## src/rtl/hsr_pkg.sv

```systemverilog
package hsr_pkg;
  localparam int NH = 6;
  localparam int H_MEM = 0;
  localparam int H_USG = 1;
  localparam int H_SVC = 2;
  localparam int H_PSV = 3;
  localparam int H_TCK = 4;
  localparam int H_HRD = 5;

  localparam int B_BUS_ACT = 1;
  localparam int B_SF_ACT  = 4;
  localparam int B_NMI_ACT = 5;
  localparam int B_DBG_ACT = 8;
  localparam int B_BUS_PND = 14;
  localparam int B_BUS_EN  = 17;
  localparam int B_SF_EN   = 19;
  localparam int B_SF_PND  = 20;

  function automatic int act_pos(int h);
    case (h)
      H_MEM:   return 0;
      H_USG:   return 3;
      H_SVC:   return 7;
      H_PSV:   return 10;
      H_TCK:   return 11;
      default: return 2;
    endcase
  endfunction

  function automatic bit has_pend(int h);
    return (h == H_MEM) || (h == H_USG) || (h == H_SVC) || (h == H_HRD);
  endfunction

  function automatic int pend_pos(int h);
    case (h)
      H_MEM:   return 13;
      H_USG:   return 12;
      H_SVC:   return 15;
      default: return 21;
    endcase
  endfunction

  function automatic bit has_en(int h);
    return (h == H_MEM) || (h == H_USG);
  endfunction

  function automatic int en_pos(int h);
    return (h == H_MEM) ? 16 : 18;
  endfunction
endpackage

```

## src/rtl/hsr_bank.sv

```systemverilog
module hsr_bank
  import hsr_pkg::*;
#(
  parameter int DW = 32,
  parameter bit HF_PEND_WR = 1'b0
) (
  input  logic          clk_i,
  input  logic          rst_ni,
  input  logic          we_i,
  input  logic [DW-1:0] wdata_i,
  input  logic          hf_set_i,
  input  logic          hf_clr_i,
  output logic [NH-1:0] act_o,
  output logic [NH-1:0] pend_o,
  output logic [NH-1:0] en_o,
  output logic [DW-1:0] view_o
);
  logic unused_wd;
  assign unused_wd = ^wdata_i;

  for (genvar h = 0; h < NH; h++) begin : g_h
    if (h == H_HRD) begin : g_hact
      logic a_q;
      always_ff @(posedge clk_i or negedge rst_ni) begin
        if (!rst_ni)       a_q <= 1'b0;
        else if (hf_set_i) a_q <= 1'b1;
        else if (hf_clr_i) a_q <= 1'b0;
      end
      assign act_o[h] = a_q;
      // Only the set/clear strobes may move this bit
      p_hf_act_wr_r6: assert property (@(posedge clk_i) disable iff (!rst_ni)
        (!hf_set_i && !hf_clr_i) |=> $stable(a_q));
    end else begin : g_act
      logic a_q;
      always_ff @(posedge clk_i or negedge rst_ni) begin
        if (!rst_ni)   a_q <= 1'b0;
        else if (we_i) a_q <= wdata_i[act_pos(h)];
      end
      assign act_o[h] = a_q;
    end

    if (has_pend(h) && (h != H_HRD || HF_PEND_WR)) begin : g_pend
      logic p_q;
      always_ff @(posedge clk_i or negedge rst_ni) begin
        if (!rst_ni)   p_q <= 1'b0;
        else if (we_i) p_q <= wdata_i[pend_pos(h)];
      end
      assign pend_o[h] = p_q;
    end else begin : g_nopend
      assign pend_o[h] = 1'b0;
    end

    if (has_en(h)) begin : g_en
      logic e_q;
      always_ff @(posedge clk_i or negedge rst_ni) begin
        if (!rst_ni)   e_q <= 1'b0;
        else if (we_i) e_q <= wdata_i[en_pos(h)];
      end
      assign en_o[h] = e_q;
    end else begin : g_noen
      assign en_o[h] = 1'b0;
    end
  end

  always_comb begin
    view_o = '0;
    for (int h = 0; h < NH; h++) begin
      view_o[act_pos(h)] = act_o[h];
      if (has_pend(h)) view_o[pend_pos(h)] = pend_o[h];
      if (has_en(h))   view_o[en_pos(h)]   = en_o[h];
    end
  end
endmodule

```

## src/rtl/hsr_shared.sv

```systemverilog
module hsr_shared
  import hsr_pkg::*;
#(
  parameter int DW = 32
) (
  input  logic          clk_i,
  input  logic          rst_ni,
  input  logic          we_i,
  input  logic [DW-1:0] wdata_i,
  input  logic          sec_i,
  input  logic          route_i,
  input  logic          nmi_set_i,
  input  logic          nmi_clr_i,
  output logic [2:0]    bus_o,
  output logic [2:0]    sf_o,
  output logic          nmi_o,
  output logic          dbg_o,
  output logic [DW-1:0] view_o
);
  logic [2:0] bus_q, sf_q;
  logic       nmi_q, dbg_q;
  logic       bus_vis;
  logic       unused_wd;

  assign unused_wd = ^wdata_i;
  assign bus_vis   = sec_i | route_i;

  always_ff @(posedge clk_i or negedge rst_ni) begin
    if (!rst_ni) begin
      bus_q <= '0;
      sf_q  <= '0;
      dbg_q <= 1'b0;
    end else if (we_i) begin
      dbg_q <= wdata_i[B_DBG_ACT];
      if (bus_vis)
        bus_q <= {wdata_i[B_BUS_EN], wdata_i[B_BUS_PND], wdata_i[B_BUS_ACT]};
      if (sec_i)
        sf_q <= {wdata_i[B_SF_EN], wdata_i[B_SF_PND], wdata_i[B_SF_ACT]};
    end
  end

  always_ff @(posedge clk_i or negedge rst_ni) begin
    if (!rst_ni)        nmi_q <= 1'b0;
    else if (nmi_set_i) nmi_q <= 1'b1;
    else if (nmi_clr_i) nmi_q <= 1'b0;
  end

  always_comb begin
    view_o = '0;
    view_o[B_DBG_ACT] = dbg_q;
    if (bus_vis) begin
      view_o[B_BUS_ACT] = bus_q[0];
      view_o[B_BUS_PND] = bus_q[1];
      view_o[B_BUS_EN]  = bus_q[2];
      view_o[B_NMI_ACT] = nmi_q;
    end
    if (sec_i) begin
      view_o[B_SF_ACT] = sf_q[0];
      view_o[B_SF_PND] = sf_q[1];
      view_o[B_SF_EN]  = sf_q[2];
    end
  end

  assign bus_o = bus_q;
  assign sf_o  = sf_q;
  assign nmi_o = nmi_q;
  assign dbg_o = dbg_q;

  p_sf_ns_wi_r3: assert property (@(posedge clk_i) disable iff (!rst_ni)
    (we_i && !sec_i) |=> $stable(sf_q));
  p_bus_gate_r4: assert property (@(posedge clk_i) disable iff (!rst_ni)
    (we_i && !sec_i && !route_i) |=> $stable(bus_q));
  p_nmi_noset_r8: assert property (@(posedge clk_i) disable iff (!rst_ni)
    !nmi_set_i |=> !$rose(nmi_q));
endmodule

```

## src/rtl/hsr_top.sv

```systemverilog
module hsr_top
  import hsr_pkg::*;
#(
  parameter int DW = 32
) (
  input  logic          clk_i,
  input  logic          rst_ni,
  input  logic          wr_i,
  input  logic [DW-1:0] wdata_i,
  input  logic          sec_i,
  input  logic          cpu_sec_i,
  input  logic          ns_route_i,
  input  logic          nmi_set_i,
  input  logic          hf_s_set_i,
  input  logic          hf_ns_set_i,
  output logic [DW-1:0] rdata_o,
  output logic [NH-1:0] s_act_o,
  output logic [NH-1:0] s_pend_o,
  output logic [NH-1:0] s_en_o,
  output logic [NH-1:0] ns_act_o,
  output logic [NH-1:0] ns_pend_o,
  output logic [NH-1:0] ns_en_o,
  output logic [2:0]    bus_o,
  output logic [2:0]    sf_o,
  output logic          nmi_act_o,
  output logic          dbg_act_o,
  output logic          reeval_o
);
  logic [DW-1:0] s_view, ns_view, sh_view;
  logic          alias_ok, nmi_clr, hf_ns_clr, reeval_q;

  // Clear-only path: NS alias written while the CPU runs Secure
  assign alias_ok  = wr_i & ~sec_i & cpu_sec_i & ns_route_i;
  assign nmi_clr   = alias_ok & ~wdata_i[B_NMI_ACT];
  assign hf_ns_clr = alias_ok & ~wdata_i[act_pos(H_HRD)];

  hsr_bank #(.DW(DW), .HF_PEND_WR(1'b0)) u_sbank (
    .clk_i, .rst_ni,
    .we_i(wr_i & sec_i), .wdata_i,
    .hf_set_i(hf_s_set_i), .hf_clr_i(1'b0),
    .act_o(s_act_o), .pend_o(s_pend_o), .en_o(s_en_o), .view_o(s_view)
  );

  hsr_bank #(.DW(DW), .HF_PEND_WR(1'b1)) u_nsbank (
    .clk_i, .rst_ni,
    .we_i(wr_i & ~sec_i), .wdata_i,
    .hf_set_i(hf_ns_set_i), .hf_clr_i(hf_ns_clr),
    .act_o(ns_act_o), .pend_o(ns_pend_o), .en_o(ns_en_o), .view_o(ns_view)
  );

  hsr_shared #(.DW(DW)) u_shared (
    .clk_i, .rst_ni,
    .we_i(wr_i), .wdata_i,
    .sec_i, .route_i(ns_route_i),
    .nmi_set_i, .nmi_clr_i(nmi_clr),
    .bus_o, .sf_o, .nmi_o(nmi_act_o), .dbg_o(dbg_act_o), .view_o(sh_view)
  );

  assign rdata_o = (sec_i ? s_view : ns_view) | sh_view;

  always_ff @(posedge clk_i or negedge rst_ni) begin
    if (!rst_ni) reeval_q <= 1'b0;
    else         reeval_q <= wr_i;
  end
  assign reeval_o = reeval_q;

  p_reeval_r12: assert property (@(posedge clk_i) disable iff (!rst_ni)
    wr_i |=> reeval_o);
  p_reeval_pulse_r12: assert property (@(posedge clk_i) disable iff (!rst_ni)
    !wr_i |=> !reeval_o);
  p_nmi_hidden_r5: assert property (@(posedge clk_i) disable iff (!rst_ni)
    (!sec_i && !ns_route_i) |-> !rdata_o[B_NMI_ACT]);
  p_rsvd_r11: assert property (@(posedge clk_i) disable iff (!rst_ni)
    (rdata_o[DW-1:22] == '0) && !rdata_o[6] && !rdata_o[9]);
endmodule

```

## config.mk

```make
export PLATFORM = sky130hd
export DESIGN_NAME = hsr_top
export DESIGN_NICKNAME = d
export VERILOG_FILES = /design/src/rtl/hsr_pkg.sv /design/src/rtl/hsr_bank.sv /design/src/rtl/hsr_shared.sv /design/src/rtl/hsr_top.sv
export SDC_FILE = /design/constraint.sdc
export NUM_CORES = 1
export LEC_CHECK = 0
export CELL_PAD_IN_SITES_DETAIL_PLACEMENT = 1
export CELL_PAD_IN_SITES_GLOBAL_PLACEMENT = 2
export CORE_UTILIZATION = 20
export CTS_CLUSTER_SIZE = 10
export DETAILED_ROUTE_END_ITERATION = 10
export GPL_ROUTABILITY_DRIVEN = 0
export PLACE_DENSITY_LB_ADDON = 0.1
export SYNTH_ARGS = -nofsm -noshare
export SYNTH_HDL_FRONTEND = slang
export SYNTH_SLANG_ARGS = --single-unit
```

## constraint.sdc

```tcl
create_clock -name clk_i -period 1.2 [get_ports clk_i]
set_clock_uncertainty 0.15 [all_clocks]
set_input_delay 0.12 -clock clk_i [delete_from_list [all_inputs] [get_ports clk_i]]
set_output_delay 0.12 -clock clk_i [all_outputs]
set_load 0.03 [all_outputs]
```

==> results of run 1 <==
-- flip-flops by register name, summed over array words and instances, names as in the netlist --
signal,count
u_sbank.g_h.g_hact.a_q,1
u_shared.nmi_o,1
u_sbank.g_h.g_pend.p_q,3
u_shared.sf_o,3
u_nsbank.g_h.g_en.e_q,2
u_shared.dbg_o,1
u_nsbank.g_h.g_pend.p_q,4
u_shared.bus_o,3
u_sbank.g_h.g_en.e_q,2
u_sbank.g_h.g_act.a_q,5
reeval_o,1
u_nsbank.g_h.g_act.a_q,5
u_nsbank.g_h.g_hact.a_q,1
-- routing by layer --
| layer | global-route usage, % | up-vias |
|---|---|---|
| met3 | 2.607 | 4 |
| met4 | 2.985 | 0 |
| li1 | - | 617 |
| met2 | 19.11 | 52 |
| met5 | 0 | - |
| met1 | 11.70 | 650 |
-- power by group through the flow --
stage	registers, mW	clock network (mW)	logic, mW
finish	1.31	0.728	1.97
global route	1.33	0.820	2.08
CTS	1.30	0.760	1.84
detailed placement	1.32	0	1.61
global placement	1.31	0	1.59
floorplan	1.38	0	0.998
-- metrics by stage --
| step | power [mW] | instance area [µm²] | setup TNS, ns | hold slack, ns |
|---|---|---|---|---|
| 5_1_grt | 4.234 | 3113 | -3.394 | 0.1260 |
| 6_report | 4.017 | 3113 | -1.997 | 0.1372 |
| 2_1_floorplan | 2.377 | 1861 | 0 | -0.3256 |
| 4_1_cts | 3.903 | 2900 | -1.961 | 0.1198 |
| 3_5_place_dp | 2.925 | 2564 | -28.70 | -0.1011 |
| 3_3_place_gp | 2.899 | 2564 | -28.23 | -0.1008 |
-- layout by cell type, fill, tap and decap left out, types with 2 or more instances in the layout --
master | synthesis | routed
and2_4 | 0 | 3
clkbuf_8 | 0 | 5
dlygate4sd2_1 | 0 | 2
buf_6 | 1 | 67
a41oi_1 | 2 | 2
nor2b_4 | 1 | 6
dfrtp_1 | 32 | 32
clkdlybuf4s50_1 | 0 | 24
nor2_1 | 5 | 4
buf_12 | 0 | 4
buf_4 | 51 | 30
conb_1 | 1 | 25
mux2_2 | 31 | 22
mux2_1 | 8 | 8
mux2_4 | 0 | 9
-- final timing paths --
| kind | from | end |
|---|---|---|
| worst max-delay path | u_sbank.g_h[0].g_en.e_q | rdata_o[16] |
| worst min-delay path | wr_i | reeval_o |
| worst max register to register | u_sbank.g_h[0].g_en.e_q | u_sbank.g_h[0].g_en.e_q |
| worst min register to register | u_shared.dbg_o | u_shared.dbg_o |
| max in group asynchronous | rst_ni | u_shared.bus_o[1] |
| min in group asynchronous | rst_ni | u_nsbank.g_h[0].g_en.e_q |
-- kinds of logic after synthesis --
group	Yosys count
simple gates	16
other cells	1
flops	32
buf+inv	53
compound gates	3
mux	39
-- cell type report --
cell class | count | area (µm²)
fillers | 891 | 5269
repair buffers | 131 | 1375
flip-flops and latches | 32 | 800.8
multi-input cells | 83 | 737.0
well taps | 105 | 131.4
clock buffers | 5 | 68.82
-- worst reg2reg max path: cells and delay by family (launching register included) --
family	cells	cell delay [ns]
mux	1	0.26
buf+inv	2	0.25
flops	1	0.40
-- repair_timing --
item / CTS / global route
hold endpoints to repair: 32 / 0
gates resized for setup: 134 / 32
hold buffers: 1 / 0
endpoints found under the setup margin: 70 / 49
setup buffers: 8 / 18
pin swaps: 4 / 1
cloned: 1 / 0
==> out/metrics.yaml, run 1 <==
io_buffers: 80
worstPathMaxFanout: 2
worstPathArrival_ns: 1.09
area_delta_synth_final_pct: 76.83
drc_errors: 0
row_count: 33
synth_xor_area_share_pct: 0
syn_avg_cell_area_um2: 12.23
maxSlewViolCount: 0
fin_cells: 356
diodes: 0
setup_viol: 24
wl_met3_um: 258
timing.fmax_mhz: 737.4
die_area_um2: 9181
min_period_ns: 1.356
io_pins: 118
viasPerCell: 3.716
async_reset_ff_share_pct: 100.0
drt-pass1-iter-count: 3
post-place-ws_ns: -0.8196
synthAdderAreaFrac_pct: 0
ant_nets: 0
top_layer_used: "met4"
cts_root_buffer: "clkbuf_8"
yosys-top-cells-count: "buf_4, dfrtp_1, mux2_2"
drive_gt1_share_pct: 60.56
crit_family: "flip-flops"
crit_path_max_incr_delay_ns: 0.40
path_cells: "mux2_4, buf_6"
wl_per_cell_um: 13.36
synthSimpleGateAreaFrac_pct: 5.402
peakVddDrop_mv: 0.5246
die_w_um: 95.82
power.switching_mw: 1.405
dr.first_iter.drc_count: 6
antenna_found_initial: 0
grt_max_degree: 20
switching_share_pct: 34.98
crit_buf_inv: 1
cp-end-kind: "primary output"
clock_latency_ns: 0.27
cts.clk_slew.worst_paths_ns: 0.06
met1_length_um: 1816
grt_pass1_vias: 1413
yosysMostFrequentCell: "buf_4"
die_h_um: 95.82
synth_cells: 144
period_share_pct: 113.0
hold_path_class: "input pin to flip-flop"
wl_met2_um: 2624
ctsLongestPathBuffers: 2
ys.flop_type: "dfrtp_1"
violations: "negative setup slack"
outcome: "finished with violations"
synth-edff-count: 0
rsz0062_at_grt: "yes"
p_leak_nw: 1.477
post-route-util_pct: 37.14
grt_overflow: 0
reg2reg_slack_ns: 0.04
r2r_cells: 3
drt_wl_total_um: 4757
ys_seq_elements: 32
vias: 1323
cts_sinks: 32
synth_top_family_by_area: "multiplexers"
power_frac_comb_pct: 49.1
power_density_nw_per_um2: 1290
yosys_warnings: 0
track_usage_pct: 10.35
synth-seq-area-share_pct: 45.49
numCtsBuffers: 5
slowest_stage: "dfrtp_1"
setup_ws_ns: -0.1561
synthTopCellsByArea: "dfrtp_1, buf_4, mux2_2, mux2_1, nor2b_1"
htree_levels: 2
p_seq_share_pct: 32.7
maxCapViolCount: 0
whs_path_depth: 2
path_depth: 2
worst_ep_required_time_ns: 0.93
yosysUniqueCellTypes: 15
yosysTopAreaCellShare_pct: 45.49
final-hold-violation-count: 0
nets: 294
yosysTopAreaCell: "dfrtp_1"
place_hpwl_um: 3570
initial_core_util_pct: 21.00
crit_type: "flip-flop to primary output"
clock_power_share_pct: 18.1
synth_compound_area_share_pct: 1.279
placedCellCount: 332
netlist_area_um2: 1760
cp-start-kind: "flip-flop"
core-area_um2: 8382
grt_first_pass_wirelength_um: 7107
muxShareOfSynthArea_pct: 24.95
cts_tree: "built"
p_int_mw: 2.612
Power figures use the tool's default switching activity.
==> run 2, diff against run 1 <==
CORE_UTILIZATION = 32   (was 20)
DONT_BUFFER_PORTS = 1   (was unset)
clock period = 1.14 ns   (was 1.2 ns; I/O delays follow)
==> run 2 against run 1 <==
The flow still finishes with violations (negative setup slack). Utilization is 15 points higher. Combinational power down 9.6%. Design area is 13% lower. Register-to-register slack worse by 0.03 ns. Clock power is 23% higher. Via count down 7.8%. Critical endpoint is now rdata_o[11]. Largest power group unchanged. Highest routed layer unchanged.
==> out/metrics.yaml, run 2 (synthesized netlist as in run 1, its figures left out) <==
p_leak_nw: 1.287
crit_path_max_incr_delay_ns: 0.40
final_cell_mix: "buf_6, dfrtp_1, dlygate4sd3_1"
cts.clk_slew.worst_paths_ns: 0.07
io_buffers: 0
period_share_pct: 112.2
core-area_um2: 5205
track_usage_pct: 16.74
cp-start-kind: "flip-flop"
io_pins: 118
grt_first_pass_wirelength_um: 7293
slowest_stage: "dfrtp_1"
drc_errors: 0
cp-end-kind: "primary output"
dr.first_iter.drc_count: 21
outcome: "finished with violations"
final.setup.tns_ns: -3.172
grt_overflow: 0
worstPathArrival_ns: 1.02
setup_viol: 42
worst_ep_required_time_ns: 0.88
die_h_um: 76.17
wl_per_cell_um: 16.88
layout_commonest_cell: "buf_6"
wl_met2_um: 2810
grt_max_degree: 33
initial_core_util_pct: 33.82
cts_root_buffer: "clkbuf_8"
drive_gt1_share_pct: 53.02
vias: 1220
power_frac_comb_pct: 43.5
rsz0062_at_grt: "yes"
p_total_mw: 4.083
maxSlewViolCount: 0
top_layer_used: "met4"
row_count: 26
nets: 255
clock_latency_ns: 0.27
crit_type: "flip-flop to primary output"
peakVddDrop_mv: 0.5599
power.switching_mw: 1.470
violations: "negative setup slack"
p_seq_share_pct: 34.5
worstPathMaxFanout: 2
setup_ws_ns: -0.1394
maxCapViolCount: 0
p_int_mw: 2.613
final-hold-violation-count: 0
drt-pass1-iter-count: 2
ctsLongestPathBuffers: 2
crit_buf_inv: 0
met1_length_um: 1657
min_period_ns: 1.279
viasPerCell: 4.281
diodes: 0
hold_path_class: "input pin to flip-flop"
cts_sinks: 32
place_hpwl_um: 2590
timing.fmax_mhz: 781.6
power_density_nw_per_um2: 1504
area_delta_synth_final_pct: 54.23
drt_wl_total_um: 4811
numCtsBuffers: 5
grt_pass1_vias: 1360
wl_met3_um: 254
fillers: 553
ant_nets: 0
htree_levels: 2
whs_ns: 0.04966
clock_power_share_pct: 21.9
crit_family: "flip-flops"
die_w_um: 76.17
cts_tree: "built"
top_regs: "u_nsbank.g_h.g_act.a_q x5, u_sbank.g_h.g_act.a_q x5, u_nsbank.g_h.g_pend.p_q x4"
antenna_found_initial: 0
path_cells: "mux2_4"
die_area_um2: 5802
switching_share_pct: 35.99
==> run 2: routing by layer <==
layer	vias to the layer above	track usage [%]
met5	-	0
met4	0	6.538
met3	7	4.072
met2	59	33.91
met1	611	15.86
li1	543	-
==> run 2: timing repair <==
item,4_1_cts,5_1_grt
setup buffers,22,2
hold buffers,28,0
gates resized for setup,50,25
setup endpoints to repair,19,49
pin swaps,3,0
endpoints found under the hold margin,64,0
==> run 2: through the flow <==
| step | setup slack, ns | std cells | area, µm² | utilization (%) |
|---|---|---|---|---|
| after floorplan | -0.01144 | 168 | 1878 | - |
| after global placement | 0.07583 | 225 | 1872 | 35.96 |
| after detailed placement | 0.06645 | 225 | 1872 | 35.96 |
| after CTS | -0.1346 | 283 | 2606 | 50.07 |
| after global routing | -0.1788 | 285 | 2715 | 52.16 |
| final | -0.1394 | 285 | 2715 | 52.16 |
==> run 2: worst paths after layout <==
path / cells past startpoint / end / slack, ns / from
setup / recovery: 1 / rdata_o[11] / -0.14 / u_nsbank.g_h[4].g_act.a_q
setup reg to reg: 3 / u_sbank.g_h[1].g_pend.p_q / 0.01 / u_sbank.g_h[1].g_pend.p_q
max in group asynchronous: 2 / reeval_o / 0.53 / rst_ni
min in group asynchronous: 2 / u_nsbank.g_h[1].g_act.a_q / 0.13 / rst_ni
hold reg to reg: 1 / u_sbank.g_h[5].g_hact.a_q / 0.38 / u_sbank.g_h[5].g_hact.a_q
hold / removal: 2 / u_shared.bus_o[2] / 0.05 / ns_route_i
==> run 2: cell type report <==
cell class,instances,area [µm²],area share [%]
Clock inverter,2,10.01,0.3687
Multi-Input combinational cell,83,733.2,27.00
Tap cell,70,87.58,3.226
Clock buffer,6,82.58,3.041
Timing Repair Buffer,92,1001,36.87
Sequential cell,32,800.8,29.49
==> run 2: power by group through the flow <==
stage               clock network (mW)  registers (mW)  logic [mW]
finish                           0.895            1.41        1.78
detailed placement                   0            1.41        1.20
CTS                              0.932            1.38        1.67
global placement                     0            1.40        1.19
floorplan                            0            1.45        1.06
global route                     0.988            1.43        1.85
==> run 3, diff against run 2 <==
SKIP_LAST_GASP = 1   (was unset)
==> run 3 against run 2 <==
The run still ends with negative setup slack left. Sequential power barely moved. Combinational power barely moved. Register-to-register slack got worse by 0.02 ns. Setup slack got worse by 0.0028 ns. Count of clock-buffer cells in the layout did not move. Global-route usage fell by 0.33 points. Maximum frequency fell by 0.22%. Hold slack got worse by 0.00071 ns. Routed wire length rose by 4.3%. Via count rose by 0.66%. Cell count rose by 0.35%. Critical path type unchanged. Critical endpoint unchanged. Largest cell class unchanged. Largest power group unchanged. Highest routed layer unchanged.
==> out/metrics.yaml, run 3 (synthesized netlist as in run 1, its figures left out) <==
drc_errors: 0
worstPathMaxFanout: 2
crit_buf_inv: 0
cts_tree: "built"
cp-start-kind: "flip-flop"
final_cell_mix: "buf_6, dfrtp_1, dlygate4sd3_1"
grt_pass1_vias: 1355
setup_viol: 44
drive_gt1_share_pct: 53.24
die_h_um: 76.17
core-area_um2: 5205
slowest_stage: "dfrtp_1"
place_area_um2: 1872
final-hold-violation-count: 0
worst_ep_required_time_ns: 0.88
layout_commonest_cell: "buf_6"
htree_levels: 2
grt_first_pass_wirelength_um: 7182
io_pins: 118
wl_per_cell_um: 17.54
rsz0062_at_grt: "yes"
die_w_um: 76.17
nets: 256
track_usage_pct: 16.40
violations: "negative setup slack"
crit_type: "flip-flop to primary output"
row_count: 26
grt_max_degree: 33
peakVddDrop_mv: 0.5631
multiInputGateArea_um2: 729.5
diodes: 0
crit_path_max_incr_delay_ns: 0.41
p_leak_nw: 1.276
regArea_um2: 800.8
top_regs: "u_nsbank.g_h.g_act.a_q x5, u_sbank.g_h.g_act.a_q x5, u_nsbank.g_h.g_pend.p_q x4"
io_buffers: 0
area_delta_synth_final_pct: 52.52
whs_ns: 0.04896
numCtsBuffers: 5
antenna_found_initial: 0
drt-pass1-iter-count: 2
worstPathArrival_ns: 1.02
setup_ws_ns: -0.1423
cp-end-kind: "primary output"
postLayoutCellArea_um2: 2685
maxCapViolCount: 0
initial_core_util_pct: 33.82
power_density_nw_per_um2: 1510
crit_family: "flip-flops"
path_cells: "mux2_4"
viasPerCell: 4.294
dr.first_iter.drc_count: 19
grt_overflow: 0
die_area_um2: 5802
ctsLongestPathBuffers: 2
maxSlewViolCount: 0
min_period_ns: 1.282
outcome: "finished with violations"
timing.fmax_mhz: 779.9
vias: 1228
clock_latency_ns: 0.27
fillers: 544
cts.clk_slew.worst_paths_ns: 0.07
cts_root_buffer: "clkbuf_8"
hold_path_class: "input pin to flip-flop"
place_hpwl_um: 2590
cts_sinks: 32
period_share_pct: 112.5
ant_nets: 0
drt_wl_total_um: 5017
## run 3: cell types whose count changed in the layout (fill, tap and decap cells not counted), sizes merged
cell	delta
buf	+1
## run 3: power breakdown
part	total (mW)	switching, mW	internal (mW)
Clock	0.891	0.410	0.481
Sequential	1.40	0.121	1.28
Combinational	1.76	0.935	0.822
## run 3: final timing paths
path	startpoint	to	cells past startpoint	slack [ns]
worst max-delay path	u_sbank.g_h[4].g_act.a_q	rdata_o[11]	1	-0.14
worst min-delay path	ns_route_i	u_shared.bus_o[2]	2	0.05
worst max register to register	u_shared.sf_o[2]	u_shared.sf_o[2]	3	-0.01
worst min register to register	u_sbank.g_h[5].g_hact.a_q	u_sbank.g_h[5].g_hact.a_q	1	0.36
max in group asynchronous	rst_ni	u_nsbank.g_h[0].g_pend.p_q	2	0.52
min in group asynchronous	rst_ni	u_sbank.g_h[1].g_act.a_q	2	0.14
## run 3: what timing repair did
action	CTS	global route
buffers inserted	22	3
gates resized for setup	21	44
setup endpoints to repair	19	49
hold endpoints to repair	64	0
pin swaps	3	0
hold buffers	28	0
## run 3: layer usage
metal | vias to the layer above | share of wire (%) | track usage, %
li1 | 543 | - | -
met1 | 619 | 33 | 15.78
met2 | 59 | 60 | 32.91
met3 | 7 | 4.7 | 3.952
met4 | 0 | 2.0 | 6.538
met5 | - | 0 | 0
## run 3: area by class of cell
cell class              instances  share of cell area (%)
well taps                      70                   3.262
flip-flops and latches         32                   29.82
clock inverters                 2                  0.3728
multi-input cells              83                   27.17
repair buffers                 93                   36.30
clock buffers                   6                   3.075
## run 3: metrics by stage
step / setup TNS [ns] / cells / utilization, % / setup slack (ns) / total power [mW]
2_1_floorplan: -0.01767 / 168 / - / -0.01144 / 2.514
3_3_place_gp: 0 / 225 / 35.96 / 0.07583 / 2.590
3_5_place_dp: 0 / 225 / 35.96 / 0.06645 / 2.612
4_1_cts: -3.684 / 283 / 47.98 / -0.1346 / 3.866
5_1_grt: -4.840 / 286 / 51.59 / -0.1749 / 4.240
6_report: -3.214 / 286 / 51.59 / -0.1423 / 4.054
